--- config.mk ---
export PLATFORM = sky130hd
export DESIGN_NAME = clkgen_cfg_slave
export DESIGN_NICKNAME = d
export VERILOG_FILES = /design/src/rtl/clkcfg_pkg.sv /design/src/rtl/clkcfg_ctrl.sv /design/src/rtl/clkcfg_regs.sv /design/src/rtl/clkgen_cfg_slave.sv
export SDC_FILE = /design/constraint.sdc
export NUM_CORES = 1
export LEC_CHECK = 0
export ABC_AREA = 1
export BUFFER_PORTS_ARGS = -buffer_cell sky130_fd_sc_hd__buf_2
export CELL_PAD_IN_SITES_DETAIL_PLACEMENT = 1
export CELL_PAD_IN_SITES_GLOBAL_PLACEMENT = 2
export CORE_ASPECT_RATIO = 0.7
export CORE_MARGIN = 3
export CORE_UTILIZATION = 30
export DETAILED_ROUTE_END_ITERATION = 16
export HOLD_SLACK_MARGIN = 0.03
export PLACE_DENSITY = 0.75
export SETUP_SLACK_MARGIN = 0.2
export SYNTH_ARGS = -nofsm -noshare
export SYNTH_HDL_FRONTEND = slang
export SYNTH_SLANG_ARGS = --single-unit
--- constraint.sdc ---
create_clock -name clk -period 2.7 [get_ports clk]
set_input_delay 0.27 -clock clk [delete_from_list [all_inputs] [get_ports clk]]
set_output_delay 0.27 -clock clk [all_outputs]
set_load 0.1 [all_outputs]
--- src/rtl/clkcfg_pkg.sv ---
package clkcfg_pkg;

  localparam int NUM_REGS = 11;

  localparam logic [7:0] REG_ADDR [NUM_REGS] = '{
    8'h09, 8'h0C, 8'h12, 8'h13, 8'h40, 8'h41,
    8'h42, 8'h44, 8'h45, 8'h46, 8'h47
  };

  typedef enum logic [2:0] {
    PH_IDLE, PH_DEV, PH_REG, PH_WR, PH_RD
  } phase_t;

  // strobes from the bus controller to the register datapath
  typedef struct packed {
    logic       ptrLoad;
    logic       dataWr;
    logic       ptrInc;
    logic [7:0] byteVal;
  } strobe_t;

  function automatic logic isImplemented(input logic [7:0] a);
    logic hit;
    hit = 1'b0;
    for (int i = 0; i < NUM_REGS; i++)
      if (REG_ADDR[i] == a) hit = 1'b1;
    return hit;
  endfunction

  function automatic logic [7:0] fixMask(input logic [7:0] a);
    case (a)
      8'h12:   return 8'hE7;
      8'h40:   return 8'hE0;
      8'h46:   return 8'h3F;
      default: return 8'h00;
    endcase
  endfunction

  function automatic logic [7:0] fixVal(input logic [7:0] a);
    case (a)
      8'h12:   return 8'h20;
      8'h40:   return 8'hC0;
      8'h46:   return 8'h3F;
      default: return 8'h00;
    endcase
  endfunction

endpackage

--- src/rtl/clkcfg_ctrl.sv ---
module clkcfg_ctrl
  import clkcfg_pkg::*;
#(
  parameter logic [6:0] DEV_ADDR    = 7'h69,
  parameter int         SYNC_STAGES = 2
) (
  input  logic       clk,
  input  logic       rstN,
  input  logic       scl,
  input  logic       sdaIn,
  input  logic [7:0] curData,
  output logic       sdaPullLow,
  output strobe_t    stb
);

  localparam int CNT_W = 4;
  localparam logic [CNT_W-1:0] ACK_CNT  = CNT_W'(8);
  localparam logic [CNT_W-1:0] DONE_CNT = CNT_W'(9);

  logic [SYNC_STAGES-1:0] sclSync, sdaSync;
  logic sclPrev, sdaPrev;
  logic sclNow, sdaNow;
  logic sclRise, sclFall, startSeen, stopSeen;

  phase_t           phase;
  logic [CNT_W-1:0] bitCnt;
  logic [7:0]       rxShift;
  logic [7:0]       txShift;
  logic             rwBit;
  logic             mstNak;
  logic             sdaDrv;
  logic             fallAtAck;

  always_ff @(posedge clk or negedge rstN) begin
    if (!rstN) begin
      sclSync <= '1;
      sdaSync <= '1;
      sclPrev <= 1'b1;
      sdaPrev <= 1'b1;
    end else begin
      sclSync <= {sclSync[SYNC_STAGES-2:0], scl};
      sdaSync <= {sdaSync[SYNC_STAGES-2:0], sdaIn};
      sclPrev <= sclNow;
      sdaPrev <= sdaNow;
    end
  end

  assign sclNow    = sclSync[SYNC_STAGES-1];
  assign sdaNow    = sdaSync[SYNC_STAGES-1];
  assign sclRise   = sclNow & ~sclPrev;
  assign sclFall   = ~sclNow & sclPrev;
  assign startSeen = sclNow & sclPrev & sdaPrev & ~sdaNow;
  assign stopSeen  = sclNow & sclPrev & ~sdaPrev & sdaNow;
  assign fallAtAck = sclFall && (bitCnt == ACK_CNT) && (phase != PH_IDLE);

  always_ff @(posedge clk or negedge rstN) begin
    if (!rstN) begin
      phase   <= PH_IDLE;
      bitCnt  <= '0;
      rxShift <= '0;
      txShift <= '0;
      rwBit   <= 1'b0;
      mstNak  <= 1'b0;
      sdaDrv  <= 1'b0;
    end else if (startSeen) begin
      phase  <= PH_DEV;
      bitCnt <= '0;
      sdaDrv <= 1'b0;
    end else if (stopSeen) begin
      phase  <= PH_IDLE;
      bitCnt <= '0;
      sdaDrv <= 1'b0;
    end else if (phase != PH_IDLE) begin
      if (sclRise) begin
        if (phase == PH_RD) begin
          if (bitCnt == ACK_CNT) mstNak <= sdaNow;
        end else if (bitCnt < ACK_CNT) begin
          rxShift <= {rxShift[6:0], sdaNow};
        end
        if (bitCnt != DONE_CNT) bitCnt <= bitCnt + 1'b1;
      end else if (sclFall) begin
        if (bitCnt == ACK_CNT) begin
          if (phase == PH_RD) begin
            sdaDrv <= 1'b0;
          end else if (phase == PH_DEV && rxShift[7:1] != DEV_ADDR) begin
            phase  <= PH_IDLE;
            bitCnt <= '0;
          end else begin
            sdaDrv <= 1'b1;
            if (phase == PH_DEV) rwBit <= rxShift[0];
          end
        end else if (bitCnt == DONE_CNT) begin
          bitCnt <= '0;
          sdaDrv <= 1'b0;
          case (phase)
            PH_DEV: begin
              if (rwBit) begin
                phase   <= PH_RD;
                txShift <= curData;
                sdaDrv  <= ~curData[7];
              end else begin
                phase <= PH_REG;
              end
            end
            PH_REG:  phase <= PH_WR;
            PH_WR:   phase <= PH_WR;
            PH_RD: begin
              if (mstNak) begin
                phase <= PH_IDLE;
              end else begin
                txShift <= curData;
                sdaDrv  <= ~curData[7];
              end
            end
            default: phase <= PH_IDLE;
          endcase
        end else if (phase == PH_RD && bitCnt != '0) begin
          txShift <= {txShift[6:0], 1'b0};
          sdaDrv  <= ~txShift[6];
        end
      end
    end
  end

  always_comb begin
    stb.ptrLoad = fallAtAck && (phase == PH_REG);
    stb.dataWr  = fallAtAck && (phase == PH_WR);
    stb.ptrInc  = fallAtAck && (phase == PH_RD);
    stb.byteVal = rxShift;
  end

  assign sdaPullLow = sdaDrv;

endmodule

--- src/rtl/clkcfg_regs.sv ---
module clkcfg_regs
  import clkcfg_pkg::*;
(
  input  logic       clk,
  input  logic       rstN,
  input  strobe_t    stb,
  input  logic [7:0] cfgAddr,
  output logic [7:0] cfgData,
  output logic [7:0] curData,
  output logic [7:0] ptrVal
);

  logic [7:0] ptr;
  logic [7:0] regFile [NUM_REGS];

  always_ff @(posedge clk or negedge rstN) begin
    if (!rstN) begin
      ptr <= '0;
    end else if (stb.ptrLoad) begin
      ptr <= stb.byteVal;
    end else if (stb.dataWr || stb.ptrInc) begin
      ptr <= ptr + 8'd1;
    end
  end

  always_ff @(posedge clk or negedge rstN) begin
    if (!rstN) begin
      for (int i = 0; i < NUM_REGS; i++) regFile[i] <= '0;
    end else if (stb.dataWr) begin
      for (int i = 0; i < NUM_REGS; i++)
        if (ptr == REG_ADDR[i])
          regFile[i] <= (stb.byteVal & ~fixMask(REG_ADDR[i])) | fixVal(REG_ADDR[i]);
    end
  end

  always_comb begin
    cfgData = '0;
    for (int i = 0; i < NUM_REGS; i++)
      if (cfgAddr == REG_ADDR[i]) cfgData = regFile[i];
  end

  always_comb begin
    curData = '0;
    for (int i = 0; i < NUM_REGS; i++)
      if (ptr == REG_ADDR[i]) curData = regFile[i];
  end

  assign ptrVal = ptr;

endmodule

--- src/rtl/clkgen_cfg_slave.sv ---
module clkgen_cfg_slave
  import clkcfg_pkg::*;
#(
  parameter logic [6:0] DEV_ADDR    = 7'h69,
  parameter int         SYNC_STAGES = 2
) (
  input  logic       clk,
  input  logic       rstN,
  input  logic       scl,
  input  logic       sdaIn,
  output logic       sdaPullLow,
  input  logic [7:0] cfgAddr,
  output logic [7:0] cfgData
);

  strobe_t    ctrlStb;
  logic [7:0] curData;
  logic [7:0] ptrVal;

  clkcfg_ctrl #(
    .DEV_ADDR   (DEV_ADDR),
    .SYNC_STAGES(SYNC_STAGES)
  ) ctrl_i (
    .clk       (clk),
    .rstN      (rstN),
    .scl       (scl),
    .sdaIn     (sdaIn),
    .curData   (curData),
    .sdaPullLow(sdaPullLow),
    .stb       (ctrlStb)
  );

  clkcfg_regs regs_i (
    .clk    (clk),
    .rstN   (rstN),
    .stb    (ctrlStb),
    .cfgAddr(cfgAddr),
    .cfgData(cfgData),
    .curData(curData),
    .ptrVal (ptrVal)
  );

endmodule

==> impl_metrics.toml, run 1 <==
[setup_path]
cp_data_required_time_ps = 2990
endpoint_kind = "flop"
worstReg2RegStart = "ctrl_i.bitCnt[0]"
critPathMaxFanout = 16
crit_start = "ctrl_i.bitCnt[0]"
crit_arrival_ps = 2650
criticalPathCategory = "flop to flop"
worstSetupStartpointType = "flop"

[worst_hold_path]
hold_path_class = "flop to flop"
worstHoldStart = "ctrl_i.sclSync[0]"

[cts]
clkTransAtPathRegs_ps = 60
cts_inserted_buffers = 17
htree_levels = 4
root_buffer = "clkbuf_16"
clockBufferDepth = 2
clkSinkCount = 115
tritoncts = "built"
clk_latency_ps = 430

[pwr]
power_frac_comb = 0.116
intPower_mw = 3.47
netSwitchingFraction = 0.284
leakage_nw = 3.70
power.share.clock = 0.494
powerDensity_nw_per_um2 = 606
power.total_mw = 4.84
p_sw_mw = 1.37
ir_worst_vdd_mv = 0.371
seqPwrFrac = 0.390

[routing]
ant_nets = 0
wl_mm = 22.5
vias = 6245
post-route-drc-count = 0
drtIter0Drc = 484
first_pass_iters = 5
routed_via_density = 5.01
wl_per_cell_um = 18.0

[sta]
tns_ps = 0
min_period_ps = 2370
relSlewSlack = 0.605
fmax_ghz = 0.422
drv_slew = 0
rsz0062_at_grt = "yes"
post-route-period-util = 0.877
worstMarginPinSlew_ps = 593
setup_viol = 0
finalClockSkew_ps = 8.30
hold_viol_final = 0

[cells_and_area]
drive_above_1_share = 0.134
register_area_sq_um = 2890
antenna_cells = 0
stdcell_count = 1247
utilization = 0.383
layout_common_cells = "nand2_1 (259), o21ai_0 (148), inv_1 (118)"
area_delta_synth_final_pct = 24.5
nets = 982
multi_input_area_sq_um = 3160
post-route-cell-area_sq_um = 7990
final_common_cell = "nand2_1"
nFillCells = 2622

[global_routing]
grt-ovfl-total = 0
gr-usage-all-layers = 0.199
antenna_found_initial = 0
grt_max_degree = 55
grt_pass1_vias = 6305
grt_first_pass_wirelength_mm = 36.0

[yosys]
ys_ff_latch = 115
ys_seq_area_frac = 0.450
synth_cells = 896
yosys_warnings = 0
ys_types = 34
syn_area_per_cell_sq_um = 7.16
syn_nets = 919
synthesis.area_sq_um = 6420

[floorplanning]
die_width_um = 181
core_area_sq_um = 20900
fp-row-count = 44
fp.dieH_um = 128
io_pins = 21
start_util = 0.308
die_area_sq_um = 23200

[flow_run]
maxCapViolations = 0

[placement]
dp_hpwl_mm = 16.7
placed_cells = 1208
gp_congestion = 0.826
placed_cell_area_sq_um = 7180
port_buffers = 20

[run_status]
status = "finished, final reports clean"
## state kept, by name, indices dropped and copies added (netlist names)
name / count
regs_i.regFile: 76
ctrl_i.rxShift: 8
regs_i.ptrVal: 8
ctrl_i.txShift: 7
ctrl_i.bitCnt: 4
ctrl_i.phase: 3
ctrl_i.sclSync: 2
ctrl_i.sdaSync: 2
ctrl_i.mstNak: 1
ctrl_i.rwBit: 1
ctrl_i.sclPrev: 1
ctrl_i.sdaPrev: 1
ctrl_i.sdaPullLow: 1
## area by class of cell
type | instances | share of cell area
inverters | 124 | 0.0583
flip-flops and latches | 115 | 0.361
repair buffers | 58 | 0.0661
clock buffers | 20 | 0.0559
well taps | 276 | 0.0432
multi-input cells | 643 | 0.395
clock inverters | 11 | 0.0200
## cells by family after synthesis
group | Yosys count | synth area share
simple gates | 419 | 0.273
compound gates | 207 | 0.168
buf+inv | 140 | 0.0819
flops | 115 | 0.450
fa+ha+maj | 11 | 0.0215
xor+xnor | 4 | 0.00546
## worst paths after layout
| check | end | slack [ps] | depth (start not counted) |
|---|---|---|---|
| setup / recovery | regs_i.regFile[2] | 330 | 12 |
| hold / removal | ctrl_i.sclSync[1] | 350 | 0 |
| setup reg to reg | regs_i.regFile[2] | 330 | 12 |
| hold reg to reg | ctrl_i.sclSync[1] | 350 | 0 |
| max in group asynchronous | regs_i.ptrVal[7] | 1570 | 3 |
| min in group asynchronous | ctrl_i.txShift[0] | 380 | 2 |
## power groups by stage
stage | Clock, mW | Combinational, mW | Sequential, mW
3_3_place_gp | 0 | 0.544 | 1.91
3_5_place_dp | 0 | 0.556 | 1.92
2_1_floorplan | 0 | 0.257 | 1.93
6_report | 2.39 | 0.561 | 1.88
4_1_cts | 2.44 | 0.560 | 1.89
5_1_grt | 2.53 | 0.625 | 1.90
## worst max-delay path: stages (launching register included)
cell and delay (ps):
dfrtp_1 440, inv_1 100, ha_1 170, inv_1 70, nor3_4 190, inv_1 90
nor2_1 150, inv_1 120, nor3_4 110, buf_4 280, nand2_2 250, nand2_1 140
o21ai_0 100
## metal layers
layer,up-vias,global-route usage,wire length (um)
met2,123,0.281,9060
met3,23,0.0381,1030
met5,-,0,0
met1,3048,0.311,12200
li1,3051,-,-
met4,0,0.0465,239
## metrics by stage
step                      hold WS [ps]  worst slack, ps
after detailed placement           308              186
after floorplan                  -25.6              233
final                              354              333
after CTS                          355              198
after global placement             304              172
after global routing               359              125
## cells in the mapped netlist, drive strengths merged
master	instances	area [sq um]
nor2	60	225
a32oi	1	8.76
nand3b	2	15.0
nor3b	1	7.51
ha	11	138
buf	1	3.75
o22ai	3	18.8
o211ai	3	22.5
a21oi	35	175
clkbuf	15	56.3
nor3	22	126
xor2	4	35.0
nor4	4	31.3
nand4	16	106
clkinv	1	3.75
a31oi	1	6.26
nand3	40	200
o21bai	3	22.5
a21o	1	7.51
inv	123	462
or2	5	31.3
dfrtp	109	2730
o2111ai	1	8.76
a211oi	2	15.0
dfstp	6	158
o21ai	154	771
o21a	2	15.0
nand2	269	1010
a31o	1	8.76
## what timing repair did
action                                  4_1_cts  5_1_grt
cloned                                        0        2
hold buffers                                  3        0
buffers inserted                              0        3
endpoints found under the setup margin        5       81
pin swaps                                     0        8
endpoints found under the hold margin        36        0
resized for setup                             4       37
No activity file was read; power rests on OpenSTA's default activity.
==> inputs of run 2 (changes only) <==
--- a/config.mk
+++ b/config.mk
@@ -9,12 +9,12 @@
 export BUFFER_PORTS_ARGS = -buffer_cell sky130_fd_sc_hd__buf_2
 export CELL_PAD_IN_SITES_DETAIL_PLACEMENT = 1
 export CELL_PAD_IN_SITES_GLOBAL_PLACEMENT = 2
-export CORE_ASPECT_RATIO = 0.7
 export CORE_MARGIN = 3
 export CORE_UTILIZATION = 30
 export DETAILED_ROUTE_END_ITERATION = 16
 export HOLD_SLACK_MARGIN = 0.03
 export PLACE_DENSITY = 0.75
+export REMOVE_ABC_BUFFERS = 1
 export SETUP_SLACK_MARGIN = 0.2
 export SYNTH_ARGS = -nofsm -noshare
 export SYNTH_HDL_FRONTEND = slang
==> run 2 against run 1 <==
  * First-iteration DRC count fell by 43%
  * Sequential share of layout area rose by 0.50 points
  * Global-route usage fell by 0.70 points
  * Worst setup slack improved by 10 ps
  * Sequential cell count did not move
  * Utilization fell by 0.082 points
  * Cell area fell by 1.4%
  * Sequential power barely moved
  * Clock-buffer cell count rose by 2
  * Critical path type unchanged
==> impl_metrics.toml, run 2 (synthesis results as in run 1) <==
[setup_path]
max_stage_delay_ps = 430
crit_slowest_cell = "dfrtp_1"
worstSetupStartpointType = "flop"
path_cells = "inv_1, ha_1, inv_1, nor3_2, inv_1, nor2_1, inv_1, nor3_4, buf_4, nand2_1, nand2_1, o21ai_0"
cp_data_required_time_ps = 2980
criticalPathCategory = "flop to flop"
endpoint_kind = "flop"
critPathMaxFanout = 16
crit_arrival_ps = 2640
cp_common_cell = "inv_1"
cp_top_family = "simple AND/OR/NAND/NOR gates"
crit_buf_inv = 5

[floorplanning]
die_width_um = 152
io_pins = 21
core_area_sq_um = 20600
fp-row-count = 52
start_util = 0.311
fp.dieH_um = 152
die_area_sq_um = 23200

[worst_hold_path]
hold_path_class = "input pin to async pin"

[routing]
routed_via_density = 4.88
post-route-drc-count = 0
vias = 6057
wl_mm = 21.6
first_pass_iters = 5
wl_per_cell_um = 17.4
ant_nets = 0
drtIter0Drc = 277

[placement]
pre_cts_slack_ps = 160
placed_cell_area_sq_um = 7190
gp_congestion = 0.810
dp_hpwl_mm = 16.2
port_buffers = 20

[cts]
clkSinkCount = 115
tritoncts = "built"
clkTransAtPathRegs_ps = 60
clk_latency_ps = 430
htree_levels = 4
root_buffer = "clkbuf_16"
clockBufferDepth = 2
cts_inserted_buffers = 17

[pwr]
powerDensity_nw_per_um2 = 596
power_frac_comb = 0.112
power.share.clock = 0.486
netSwitchingFraction = 0.285
p_sw_mw = 1.34
ir_worst_vdd_mv = 0.433
intPower_mw = 3.35
power.total_mw = 4.69
seqPwrFrac = 0.402
leakage_nw = 3.67

[global_routing]
grt_pass1_vias = 6340
grt_busiest_layer = "met2"
grt_max_degree = 42
grt-ovfl-total = 0
gr-usage-all-layers = 0.192
use_met3 = 0.0378
met2_usage = 0.314
met1_usage = 0.266
grt_first_pass_wirelength_mm = 35.2
antenna_found_initial = 0

[flow_run]
maxCapViolations = 0

[cells_and_area]
nFillCells = 2559
nets = 981
top_register = "regs_i.regFile"
largest_reg_flops = 76
area_delta_synth_final_pct = 22.8
post-route-cell-area_sq_um = 7880
drive_above_1_share = 0.121
utilization = 0.382
final_common_cell = "nand2_1"
layout_common_cells = "nand2_1 (265), o21ai_0 (151), inv_1 (122)"
antenna_cells = 0

[sta]
setup_viol = 0
finalClockSkew_ps = 9.65
fmax_ghz = 0.424
hold_viol_final = 0
setup_slack_ps = 343
min_period_ps = 2360
worstMarginPinSlew_ps = 622
rsz0062_at_grt = "yes"
tns_ps = 0
post-route-period-util = 0.873
drv_slew = 0
relSlewSlack = 0.584

[run_status]
status = "finished, final reports clean"
[run 2: cell types whose count changed in the layout (fill, tap and decap cells not counted), moves of 3 or more]
cell      delta
clkbuf_8     +3
inv_1        +4
inv_2        -4
nand2_1      +6
nand2_2      -6
nor2_1       +3
nor2_4       -3
nor3_2       +3
o21ai_0      +3
[run 2: cell type report]
cell class	instances	area, sq um	area share
Multi-Input combinational cell	641	3070	0.389
Sequential cell	115	2890	0.366
Timing Repair Buffer	59	536	0.0680
Clock buffer	22	484	0.0614
Inverter	124	465	0.0591
Tap cell	270	338	0.0429
Clock inverter	9	104	0.0132
[run 2: worst register-to-register path: stages (launching register included)]
cell and delay [ps]:
dfrtp_1 430, inv_1 100, ha_1 160, inv_1 50, nor3_2 130, inv_1 80, nor2_1 180, inv_1 130
nor3_4 110, buf_4 240, nand2_1 340, nand2_1 150, o21ai_0 90
[run 2: path summary, 6_finish.rpt]
path | start | to | slack [ps] | cells past startpoint
min in group clk | ctrl_i.sdaSync[0] | ctrl_i.sdaSync[1] | 360 | 0
hold reg to reg | ctrl_i.sdaSync[0] | ctrl_i.sdaSync[1] | 360 | 0
setup / recovery | ctrl_i.bitCnt[0] | regs_i.regFile[6] | 340 | 12
max in group asynchronous | rstN | regs_i.regFile[34] | 1590 | 3
hold / removal | rstN | regs_i.regFile[62] | 310 | 2
setup reg to reg | ctrl_i.bitCnt[0] | regs_i.regFile[6] | 340 | 12
[run 2: what timing repair did]
item / in CTS / in global routing
gates cloned: 0 / 0
pin swaps: 0 / 1
resized for setup: 1 / 17
setup endpoints to repair: 1 / 76
endpoints found under the hold margin: 25 / 0
hold buffers: 3 / 0
setup buffers: 0 / 1
[run 2: routing by layer]
metal	part of all wire	vias up
met5	0	-
met4	0.0075	0
met3	0.031	14
met2	0.47	76
met1	0.49	2935
li1	-	3032
[run 2: metrics by stage]
stage               cells  hold slack (ps)
finish               1240              306
global route         1240              350
CTS                  1239              317
detailed placement   1205              223
global placement     1205              235
floorplan             880            -25.6
[run 2: power groups by stage]
stage | clock network, mW | registers (mW) | logic, mW
2_1_floorplan | 0 | 1.93 | 0.252
3_3_place_gp | 0 | 1.91 | 0.521
3_5_place_dp | 0 | 1.91 | 0.530
4_1_cts | 2.32 | 1.88 | 0.537
5_1_grt | 2.42 | 1.90 | 0.595
6_report | 2.28 | 1.88 | 0.526
==> inputs of run 3 (changes only) <==
==> constraint.sdc (replaced) <==
create_clock -name clk -period 2.5 [get_ports clk]
set_input_delay 0.25 -clock clk [delete_from_list [all_inputs] [get_ports clk]]
set_output_delay 0.25 -clock clk [all_outputs]
set_load 0.1 [all_outputs]
==> run 3 against run 2 <==
  * Global-route usage barely moved
  * Highest routed layer unchanged
  * Clock-buffer cell count is 2 lower
  * Critical endpoint is now cfgData[2]
  * Sequential power up 9%
  * Combinational power rose by 17%
  * Cell area increased by 5.8%
  * Clock skew grew 0.87 ps
  * Utilization up 2.2 points
  * Critical path depth down 3
  * Non-clock buffer count increased by 22
  * First-iteration DRC count increased by 0.72%
  * Largest cell class unchanged
  * Via count is 3.3% higher
  * Largest power group unchanged
  * Clock power rose by 11%
==> impl_metrics.toml, run 3 (synthesis results as in run 1) <==
[run_status]
status = "finished, final reports clean"

[cells_and_area]
final_common_cell = "nand2_1"
layout_common_cells = "nand2_1 (257), o21ai_0 (141), inv_1 (113)"
antenna_cells = 0
top_register = "regs_i.regFile"
utilization = 0.404
area_delta_synth_final_pct = 29.9
largest_reg_flops = 76
drive_above_1_share = 0.189
stdcell_count = 1263
nets = 1003

[cts]
clockBufferDepth = 2
tritoncts = "built"
clkSinkCount = 115
cts_inserted_buffers = 17
root_buffer = "clkbuf_16"
htree_levels = 4
clkTransAtPathRegs_ps = 60
clk_latency_ps = 420

[setup_path]
worstReg2RegEnd = "ctrl_i.sdaPullLow"
rr_worst_depth = 17
crit_slowest_cell = "nand4_1"
path_cells = "buf_2, inv_1, nand4_1, buf_4, nor4_2, buf_4, nand2_1, nand4_1, buf_12"
endpoint_kind = "output pin"
criticalPathCategory = "input pin to output pin"
cp_data_required_time_ps = 2250
critPathMaxFanout = 6
worstReg2RegStart = "regs_i.ptrVal[1]"
rrSetupSlack_ps = 330
worstSetupStartpointType = "input pin"
crit_arrival_ps = 2010
max_stage_delay_ps = 270

[pwr]
power.share.clock = 0.487
p_sw_mw = 1.49
ir_worst_vdd_mv = 0.530
power_frac_comb = 0.119
netSwitchingFraction = 0.288
powerDensity_nw_per_um2 = 621
intPower_mw = 3.69
seqPwrFrac = 0.393
leakage_nw = 3.95

[global_routing]
gr-usage-all-layers = 0.192
grt-ovfl-total = 0
grt_pass1_vias = 6389
antenna_found_initial = 0
grt_max_degree = 46
grt_first_pass_wirelength_mm = 35.3

[sta]
relSlewSlack = 0.657
rsz0062_at_grt = "yes"
setup_viol = 0
worstMarginPinSlew_ps = 514
fmax_ghz = 0.443
hold_viol_final = 0
finalClockSkew_ps = 10.5
post-route-period-util = 0.903
drv_slew = 0
min_period_ps = 2260

[floorplanning]
io_pins = 21
die_width_um = 152
core_area_sq_um = 20600
die_area_sq_um = 23200
fp-row-count = 52
fp.dieH_um = 152
start_util = 0.311

[routing]
drtIter0Drc = 279
ant_nets = 0
vias = 6256
post-route-drc-count = 0
wl_per_cell_um = 17.4
wl_mm = 22.0
first_pass_iters = 4
routed_via_density = 4.95

[worst_hold_path]
hold_path_class = "input pin to async pin"

[flow_run]
maxCapViolations = 0

[placement]
port_buffers = 20
dp_hpwl_mm = 16.4
gp_congestion = 0.789
placed_cells = 1217
[run 3: cell types whose count changed in the layout (fill, tap and decap cells not counted), sizes merged]
cell / change
inv: +2
bufinv: +1
clkbuf: -1
buf: +21
[run 3: metrics by stage]
| step | total power, mW | TNS, ps | hold slack [ps] | instance area (sq um) | setup WS (ps) |
|---|---|---|---|---|---|
| after floorplan | 2.36 | -110 | -45.6 | 6360 | -64.7 |
| after global placement | 2.64 | 0 | 245 | 7310 | 44.6 |
| after detailed placement | 2.65 | 0 | 250 | 7310 | 28.5 |
| after CTS | 5.20 | 0 | 344 | 8010 | 179 |
| after global routing | 5.40 | 0 | 358 | 8340 | 171 |
| final | 5.18 | 0 | 330 | 8340 | 243 |
[run 3: worst max-delay path by stage]
stage / endpoint / depth (start not counted) / slack [ps] / startpoint
6_report: cfgData[2] / 9 / 240 / cfgAddr[7]
5_1_grt: ctrl_i.txShift[3] / 17 / 170 / regs_i.ptrVal[1]
4_1_cts: ctrl_i.bitCnt[2] / 11 / 180 / ctrl_i.sclSync[1]
3_5_place_dp: cfgData[2] / 9 / 30 / cfgAddr[5]
3_3_place_gp: cfgData[2] / 9 / 40 / cfgAddr[5]
2_1_floorplan: cfgData[2] / 10 / -60 / cfgAddr[5]
[run 3: timing repair]
item,4_1_cts,5_1_grt
resized for setup,18,78
cloned,0,2
hold buffers,3,0
setup buffers,2,7
endpoints found under the setup margin,50,99
hold endpoints to repair,30,0
pin swaps,3,11
[run 3: routing by layer]
metal	share of wire	wire length, um	vias up	GRT usage
met3	0.039	861	18	0.0383
met4	0.0075	165	0	0.0385
met5	0	0	-	0
li1	-	-	3085	-
met1	0.47	10400	3079	0.258
met2	0.48	10600	74	0.322
[run 3: area by class of cell]
| class | count | area (sq um) |
|---|---|---|
| clock buffer | 20 | 447 |
| multi-input combinational | 641 | 3280 |
| tap | 270 | 338 |
| fill | 2524 | 12300 |
| clock inverter | 12 | 155 |
| timing repair buffer | 81 | 764 |
| sequential | 115 | 2890 |
| inverter | 124 | 465 |
[run 3: power by group through the flow]
| stage | sequential (mW) | clock (mW) | combinational [mW] |
|---|---|---|---|
| 2_1_floorplan | 2.09 | 0 | 0.272 |
| 3_3_place_gp | 2.07 | 0 | 0.571 |
| 3_5_place_dp | 2.07 | 0 | 0.582 |
| 4_1_cts | 2.04 | 2.57 | 0.589 |
| 5_1_grt | 2.05 | 2.66 | 0.691 |
| 6_report | 2.04 | 2.52 | 0.617 |
[run 3: worst max-delay path: cells and delay by family]
| kind | cells | cell delay [ps] |
|---|---|---|
| buffers and inverters | 5 | 800 |
| AND/OR/NAND/NOR | 4 | 960 |
